File: src/rtl/fpg_pkg.sv
package fpg_pkg;
  // Filtered view of the mains polarity input
  typedef struct packed {
    logic level;  // filtered positive-half-cycle level
    logic rise;   // one-cycle strobe when level becomes high
  } sync_ev_t;
endpackage

File: src/rtl/fpg_sync_filter.sv
module fpg_sync_filter
  import fpg_pkg::*;
#(
  parameter int FILT_LEN = 4
) (
  input  logic     clk,
  input  logic     rst_n,
  input  logic     raw,
  output sync_ev_t ev
);
  localparam int FW = $clog2(FILT_LEN + 1);
  localparam logic [FW-1:0] LAST = FW'(FILT_LEN - 1);

  logic          meta, stable;
  logic [FW-1:0] run;
  logic          lvl, rise_q;

  always_ff @(posedge clk) begin
    if (!rst_n) begin
      meta   <= 1'b0;
      stable <= 1'b0;
    end else begin
      meta   <= raw;
      stable <= meta;
    end
  end

  // Level is accepted only after FILT_LEN consecutive high samples
  always_ff @(posedge clk) begin
    if (!rst_n) begin
      run    <= '0;
      lvl    <= 1'b0;
      rise_q <= 1'b0;
    end else if (!stable) begin
      run    <= '0;
      lvl    <= 1'b0;
      rise_q <= 1'b0;
    end else if (!lvl && run == LAST) begin
      lvl    <= 1'b1;
      rise_q <= 1'b1;
    end else begin
      rise_q <= 1'b0;
      if (!lvl) run <= run + 1'b1;
    end
  end

  assign ev.level = lvl;
  assign ev.rise  = rise_q;
endmodule

File: src/rtl/fpg_delay_stage.sv
module fpg_delay_stage #(
  parameter int CNT_W = 16
) (
  input  logic             clk,
  input  logic             rst_n,
  input  logic             enable,
  input  logic             level,
  input  logic             rise,
  input  logic [CNT_W-1:0] ticks,
  output logic             busy,
  output logic             fire
);
  logic [CNT_W-1:0] remain;
  logic             active;

  assign active = enable && level;
  // Fire on the expiry (falling side) of the delay, or at once for zero delay
  assign fire = active && ((rise && ticks == '0) || (busy && remain == CNT_W'(1)));

  always_ff @(posedge clk) begin
    if (!rst_n) begin
      busy   <= 1'b0;
      remain <= '0;
    end else if (!active) begin
      busy   <= 1'b0;
    end else if (rise) begin
      busy   <= (ticks != '0);
      remain <= ticks;
    end else if (busy) begin
      if (remain == CNT_W'(1)) busy <= 1'b0;
      else remain <= remain - 1'b1;
    end
  end
endmodule

File: src/rtl/fpg_pulse_stage.sv
module fpg_pulse_stage #(
  parameter int CNT_W = 16
) (
  input  logic             clk,
  input  logic             rst_n,
  input  logic             enable,
  input  logic             level,
  input  logic             fire,
  input  logic [CNT_W-1:0] width,
  output logic             gate
);
  logic [CNT_W-1:0] left;

  always_ff @(posedge clk) begin
    if (!rst_n) begin
      gate <= 1'b0;
      left <= '0;
    end else if (!enable || !level) begin
      gate <= 1'b0;
    end else if (fire) begin
      gate <= 1'b1;
      left <= (width == '0) ? CNT_W'(1) : width;
    end else if (gate) begin
      if (left == CNT_W'(1)) gate <= 1'b0;
      else left <= left - 1'b1;
    end
  end
endmodule

File: src/rtl/firing_pulse_gen.sv
module firing_pulse_gen
  import fpg_pkg::*;
#(
  parameter int CNT_W    = 16,
  parameter int HALF_CNT = 1000,
  parameter int FILT_LEN = 4
) (
  input  logic             clk,
  input  logic             rst_n,
  input  logic             enable,
  input  logic             sync_in,
  input  logic [CNT_W-1:0] angle,
  input  logic [CNT_W-1:0] width,
  output logic             gate,
  output logic             delay_busy
);
  localparam logic [CNT_W-1:0] LIMIT = CNT_W'(HALF_CNT);

  sync_ev_t         ev;
  logic             lvl, rise, fire;
  logic [CNT_W-1:0] ticks;

  assign lvl   = ev.level;
  assign rise  = ev.rise;
  assign ticks = (angle > LIMIT) ? LIMIT : angle;

  fpg_sync_filter #(.FILT_LEN(FILT_LEN)) u_filt (
    .clk(clk), .rst_n(rst_n), .raw(sync_in), .ev(ev)
  );

  fpg_delay_stage #(.CNT_W(CNT_W)) u_delay (
    .clk(clk), .rst_n(rst_n), .enable(enable), .level(lvl), .rise(rise),
    .ticks(ticks), .busy(delay_busy), .fire(fire)
  );

  fpg_pulse_stage #(.CNT_W(CNT_W)) u_pulse (
    .clk(clk), .rst_n(rst_n), .enable(enable), .level(lvl), .fire(fire),
    .width(width), .gate(gate)
  );
endmodule

File: config.mk
export PLATFORM = sky130hd
export DESIGN_NAME = firing_pulse_gen
export DESIGN_NICKNAME = d
export VERILOG_FILES = /design/src/rtl/fpg_pkg.sv /design/src/rtl/fpg_sync_filter.sv /design/src/rtl/fpg_delay_stage.sv /design/src/rtl/fpg_pulse_stage.sv /design/src/rtl/firing_pulse_gen.sv
export SDC_FILE = /design/constraint.sdc
export NUM_CORES = 1
export LEC_CHECK = 0
export ABC_CLOCK_PERIOD_IN_PS = 2800
export BUFFER_PORTS_ARGS = -buffer_cell sky130_fd_sc_hd__clkbuf_2
export CORE_MARGIN = 2
export CORE_UTILIZATION = 50
export DETAILED_ROUTE_END_ITERATION = 10
export GPL_ROUTABILITY_DRIVEN = 0
export PLACE_DENSITY = 0.72
export SLEW_MARGIN = 20
export SYNTH_ARGS = -nofsm -noshare
export SYNTH_HDL_FRONTEND = slang
export SYNTH_SLANG_ARGS = --single-unit
File: constraint.sdc
create_clock -name clk -period 2.8 [get_ports clk]
set_input_delay 0 -clock clk [delete_from_list [all_inputs] [get_ports clk]]
set_output_delay 0 -clock clk [all_outputs]
set_load 0.01 [all_outputs]
# --- Word-level counts from Yosys, hierarchy flattened ---
# Index checks and enable logic that the tools add are counted.
# W data, S select, Z words.
word_totals:
  out_inout_bits: 2
  ff_bits: 41
  word_cells: 57
  inputBits: 36
op_classes:
  add_sub_neg: 3
  n_bitwise: 4
  eq_ne: 5
  n_reduce_logical: 20
  order_cmp: 1
  n_mux: 15
ops:
  columns: ["cell", "n"]
  rows:
  - ["$mux W16", 8]
  - ["$eq A16 B1 Y1 const B", 2]
  - ["$logic_not A16 Y1", 2]
  - ["$sub A16 B1 Y16 const B", 2]
  - ["$gt A16 B10 Y1 const B", 1]
  - ["$reduce_bool A16 Y1", 1]
  - ["$mux W1", 7]
  - ["$reduce_and A2 Y1", 3]
  - ["$reduce_and A3 Y1", 2]
  - ["$logic_and A1 B1 Y1", 5]
  - ["$ne A2 B2 Y1 const B", 2]
  - ["$not A1 Y1", 4]
  - ["$reduce_bool A2 Y1", 2]
  - ["$add A3 B1 Y3 const B", 1]
  - ["$eq A3 B2 Y1 const B", 1]
  - ["$logic_not A1 Y1", 2]
  - ["$logic_or A1 B1 Y1", 2]
  - ["$reduce_or A2 Y1", 1]

# --- Depth between registers and ports, before layout ---
logic_depth:
  ltp_word: 8
  ltp_mapped: 9
  depth_no_buf: 7

# --- Hierarchy ---
# Synthesis repeated with hierarchy kept, for this count alone.
unflattened:
  cells_unflattened: 357
  hier_area_um2: 2842.7
by_module_without_submodules:
  columns: ["mod", "instances", "cells_each", "area_each_um2", "seq_area_each_um2"]
  rows:
  - ["fpg_pulse_stage", 1, 152, 1260.0, 340.3]
  - ["fpg_delay_stage", 1, 159, 1193.6, 340.3]
  - ["fpg_sync_filter", 1, 27, 266.5, 140.1]
  - ["firing_pulse_gen", 1, 19, 122.6, 0.0]

# --- Least setup slack after synthesis ---
# OpenSTA, ideal clock, no wires.
synth_timing:
  path_type: "register -> register"
  from: "reg u_pulse.left[2]"
  to: "reg u_pulse.left[12]"
  path_stages_with_launch: 6
  n_path_buf: 0
  arrival_ns: 1.946
  setup_time_ns: 0.079
  period_less_slack_ns: 2.026
  path_slack_ns: 0.774
  required_time_ns: 2.721
  path_cell_list: "dfxtp_1 or4_4 or4b_4 nor4_4 xnor2_1 a211oi_2"
synth_via:
  elab_chain_cells: 4
  word_cells_on_any_way: 7
  classes_between: "add/sub (1); eq/ne (2); mux (3); reduce/logical (1)"
synth_lines:
  columns: ["element", "line", "rtl"]
  rows:
  - ["from (decl)", "fpg_pulse_stage.sv:12", "logic [CNT_W-1:0] left;"]
  - ["from (signal assigned)", "fpg_pulse_stage.sv:22", "left <= (width == '0) ? CNT_W'(1) : width;"]
  - ["from (signal assigned)", "fpg_pulse_stage.sv:25", "else left <= left - 1'b1;"]
  - ["$sub A16 B1 Y16", "fpg_pulse_stage.sv:25", null]
  - ["$mux W16", "fpg_pulse_stage.sv:24", "if (left == CNT_W'(1)) gate <= 1'b0;"]
  - ["$mux W16", "fpg_pulse_stage.sv:23", "end else if (gate) begin"]
  - ["$mux W16", "fpg_pulse_stage.sv:20", "end else if (fire) begin"]
# Parallel ways exist; a longest one is shown, timed or not. The select of a mux whose other input is x is not followed.
# A chain may end at the register's enable or synchronous reset.

# --- Worst setup path after layout ---
layout_timing:
  from: "reg u_delay.remain[4]"
  to: "reg u_delay.remain[15]"
layout_via:
  elab_chain_cells: 4
  word_cells_on_any_way: 7
  classes_between: "add/sub (1); eq/ne (2); mux (3); reduce/logical (1)"
layout_lines:
  columns: ["element", "line", "rtl"]
  rows:
  - ["from (decl)", "fpg_delay_stage.sv:13", "logic [CNT_W-1:0] remain;"]
  - ["from (signal assigned)", "fpg_delay_stage.sv:28", "remain <= ticks;"]
  - ["from (signal assigned)", "fpg_delay_stage.sv:31", "else remain <= remain - 1'b1;"]
  - ["$sub A16 B1 Y16", "fpg_delay_stage.sv:31", null]
  - ["$mux W16", "fpg_delay_stage.sv:30", "if (remain == CNT_W'(1)) busy <= 1'b0;"]
  - ["$mux W16", "fpg_delay_stage.sv:29", "end else if (busy) begin"]
  - ["$mux W16", "fpg_delay_stage.sv:26", "end else if (rise) begin"]
# Parallel ways exist; a longest one is shown, timed or not. The select of a mux whose other input is x is not followed.

==> flow_summary.yaml <==
outcome:
  outcome: "finished clean"
drt:
  first_pass_iters: 4
  avgViaCountPerCell: 5.93
  drt-wirelength-per-cell_um: 15.0
  route.antenna.remaining_nets: 0
  vias: 2388
  dr.first_iter.drc_count: 102
  wl_um: 6030
  drc: 0
worst_setup_path:
  critPathKind: "reg2reg"
  cp-end-kind: "flop"
  cp_num_buf_inv: 0
  slowest_delay_ps: 650
  crit_family: "simple AND/OR/NAND/NOR gates"
  crit_fanout: 7
  crit_arrival_ps: 2370
  worst_setup_path_start_kind: "flop"
  cp.required_ps: 3000
  path_cells: "or4_1 > nor4_1 > nand2_1 > a22o_1 > a21o_1"
  critPathSlowestCell: "or4_1"
clock_tree:
  tritoncts: "yes"
  clock_path_buffers: 2
  cts_sinks: 41
  cts_setup_buffers: 0
  htreeDepth: 2
  clk_pin_slew_ps: 80
  clock_latency_ps: 290
  cts_resized: 0
  cts_hold_buf: 2
  cts-root-buf: "clkbuf_8"
  numCtsBuffers: 5
hold_path:
  hold_class: "in2reg"
sta:
  setup_viol_count_final: 0
  drv_slew: 0
  layout_worst_path_cycle_share: 0.776
  whs_ps: 2.03
  max-slew-margin-rel: 0.540
  max_freq_mhz: 460
  fin_worst_skew_ps: 8.87
  setup_tns_ps: 0
  period_needed_ps: 2170
  hold_violations: 0
  rsz0062_at_grt: "no"
  worst_pin_slew_ps: 684
die:
  rows: 25
  die_h_um: 74.2
  fp.coreArea_mm2: 0.00472
  start_util: 0.522
  pin_count: 38
  dieArea_mm2: 0.00551
  die_x_um: 74.2
final_layout:
  finish.net_count: 377
  drive_above_1_share: 0.188
  area_growth_pct: 13.8
  layout.cells.most_common_list: "dfxtp_1 (41), clkbuf_2 (37), nor2_1 (31), a21oi_1 (26), nand2_1 (20)"
  final_common_cell: "dfxtp_1"
  seq_area_um2: 821
  fillCellCount: 451
  antennaDiodeCount: 0
  stdcell_count: 403
  multi_input_area_mm2: 0.00150
  final_util: 0.594
power_and_ir_drop:
  powerDensity_mw_per_mm2: 407
  irDropWorstVdd_mv: 0.247
  finalPower_uw: 1140
  p_leak_uw: 0.00107
job:
  drv_cap: 0
synthesis:
  ys_seq_area_frac: 0.333
  synth-seq-cells: 41
  ys_warn_count: 0
  async_flop_share: 0
  synthCells: 298
  synth_area_per_cell_um2: 8.27
  synth_cell_types: 55
  ys.flop_type: "dfxtp_1"
  syn_area_mm2: 0.00246
  synth_edf_count: 0
  syn-num-nets: 340
global_route:
  grt_pass1_vias: 2146
  grt.total_usage: 0.228
  antenna_found_initial: 0
  grt_first_pass_wirelength_um: 9800
  grt_max_degree: 24
  grt_remaining_overflow: 0
placed_design:
  dpl.cell_count: 393
  portBuffers: 37
  hpwlAfterDp_um: 4510
synthesized netlist by cell type, types with 3 or more instances:
cell / count / area (um^2)
nand3_1: 11 / 55.1
dfxtp_1: 41 / 821
a31oi_1: 5 / 31.3
xnor2_1: 6 / 52.6
nor4_1: 14 / 87.6
nand4_1: 8 / 50.1
nor2_1: 31 / 116
nand2_1: 20 / 75.1
or4_1: 4 / 30.0
clkbuf_1: 9 / 33.8
nand4b_1: 3 / 26.3
inv_1: 8 / 30.0
nor3_1: 13 / 65.1
o211ai_1: 4 / 30.0
o21ai_0: 8 / 40.0
o311ai_0: 3 / 26.3
nor4b_1: 4 / 35.0
and2_1: 4 / 25.0
and3_1: 3 / 18.8
clkbuf_8: 4 / 55.1
ha_1: 6 / 75.1
a311oi_1: 3 / 26.3
nor3b_1: 3 / 22.5
a211oi_1: 13 / 97.6
o31ai_1: 3 / 22.5
xor2_1: 6 / 52.6
a21oi_1: 26 / 130
power by group:
| part | leakage [uW] | internal [uW] | switching (uW) |
|---|---|---|---|
| combinational | 0.000681 | 26.3 | 32.9 |
| clock | 0.0000585 | 291 | 207 |
| sequential | 0.000331 | 584 | 0.546 |
| total | 0.00107 | 901 | 241 |
path summary, 6_finish.rpt:
kind	slack (ps)	depth (start not counted)	end	from
max	630	5	u_delay.remain[15]	u_delay.remain[4]
min	2	3	u_pulse.left[11]	width[11]
max reg2reg	630	5	u_delay.remain[15]	u_delay.remain[4]
min reg2reg	440	1	u_filt.stable	u_filt.meta
routing by layer:
metal  part of all wire  routed length (um)  vias to the layer above  global-route usage
li1                   -                   -                     1224                   -
met1               0.45                2720                     1093               0.291
met2               0.49                2960                       64               0.400
met3              0.045                 272                        7              0.0379
met4              0.011                  67                        0              0.0635
met5                  0                   0                        -                   0
logic make-up (layout without fill, tap and decap cells):
| logic type | after synthesis | after routing | synth area share |
|---|---|---|---|
| adder cells (fa/ha/maj) | 6 | 6 | 0.0305 |
| AO/OA/AOI/OAI | 81 | 81 | 0.221 |
| flip-flops | 41 | 41 | 0.333 |
| XOR/XNOR | 12 | 12 | 0.0426 |
| AND/OR/NAND/NOR | 131 | 131 | 0.298 |
| buffers and inverters | 23 | 61 | 0.0574 |
| multiplexers | 4 | 4 | 0.0173 |
sequential cells by signal, indices dropped and copies added, names as in the netlist:
| register | flops |
|---|---|
| u_delay.remain | 16 |
| u_pulse.left | 16 |
| u_filt.run | 3 |
| u_delay.busy | 1 |
| u_filt.lvl | 1 |
| u_filt.meta | 1 |
| u_filt.rise_q | 1 |
| u_filt.stable | 1 |
| u_pulse.gate | 1 |
worst register-to-register path, delay by kind of cell, from the launching register on:
| kind | cells | cell delay (ps) |
|---|---|---|
| AO/OA/AOI/OAI | 2 | 390 |
| flip-flops | 1 | 370 |
| AND/OR/NAND/NOR | 3 | 1330 |
layout make-up:
class,count,area share
multi-input cells,234,0.536
flip-flops and latches,41,0.293
repair buffers,45,0.0892
clock buffers,7,0.0308
well taps,67,0.0299
clock inverters,1,0.0107
inverters,8,0.0107
metrics by stage:
stage	cell area, um^2	setup WS (ps)
6_report	2800	627
5_1_grt	2800	481
4_1_cts	2800	661
3_5_place_dp	2670	665
3_3_place_gp	2670	709
2_1_floorplan	2460	774
(Power assumes the default switching activity.)
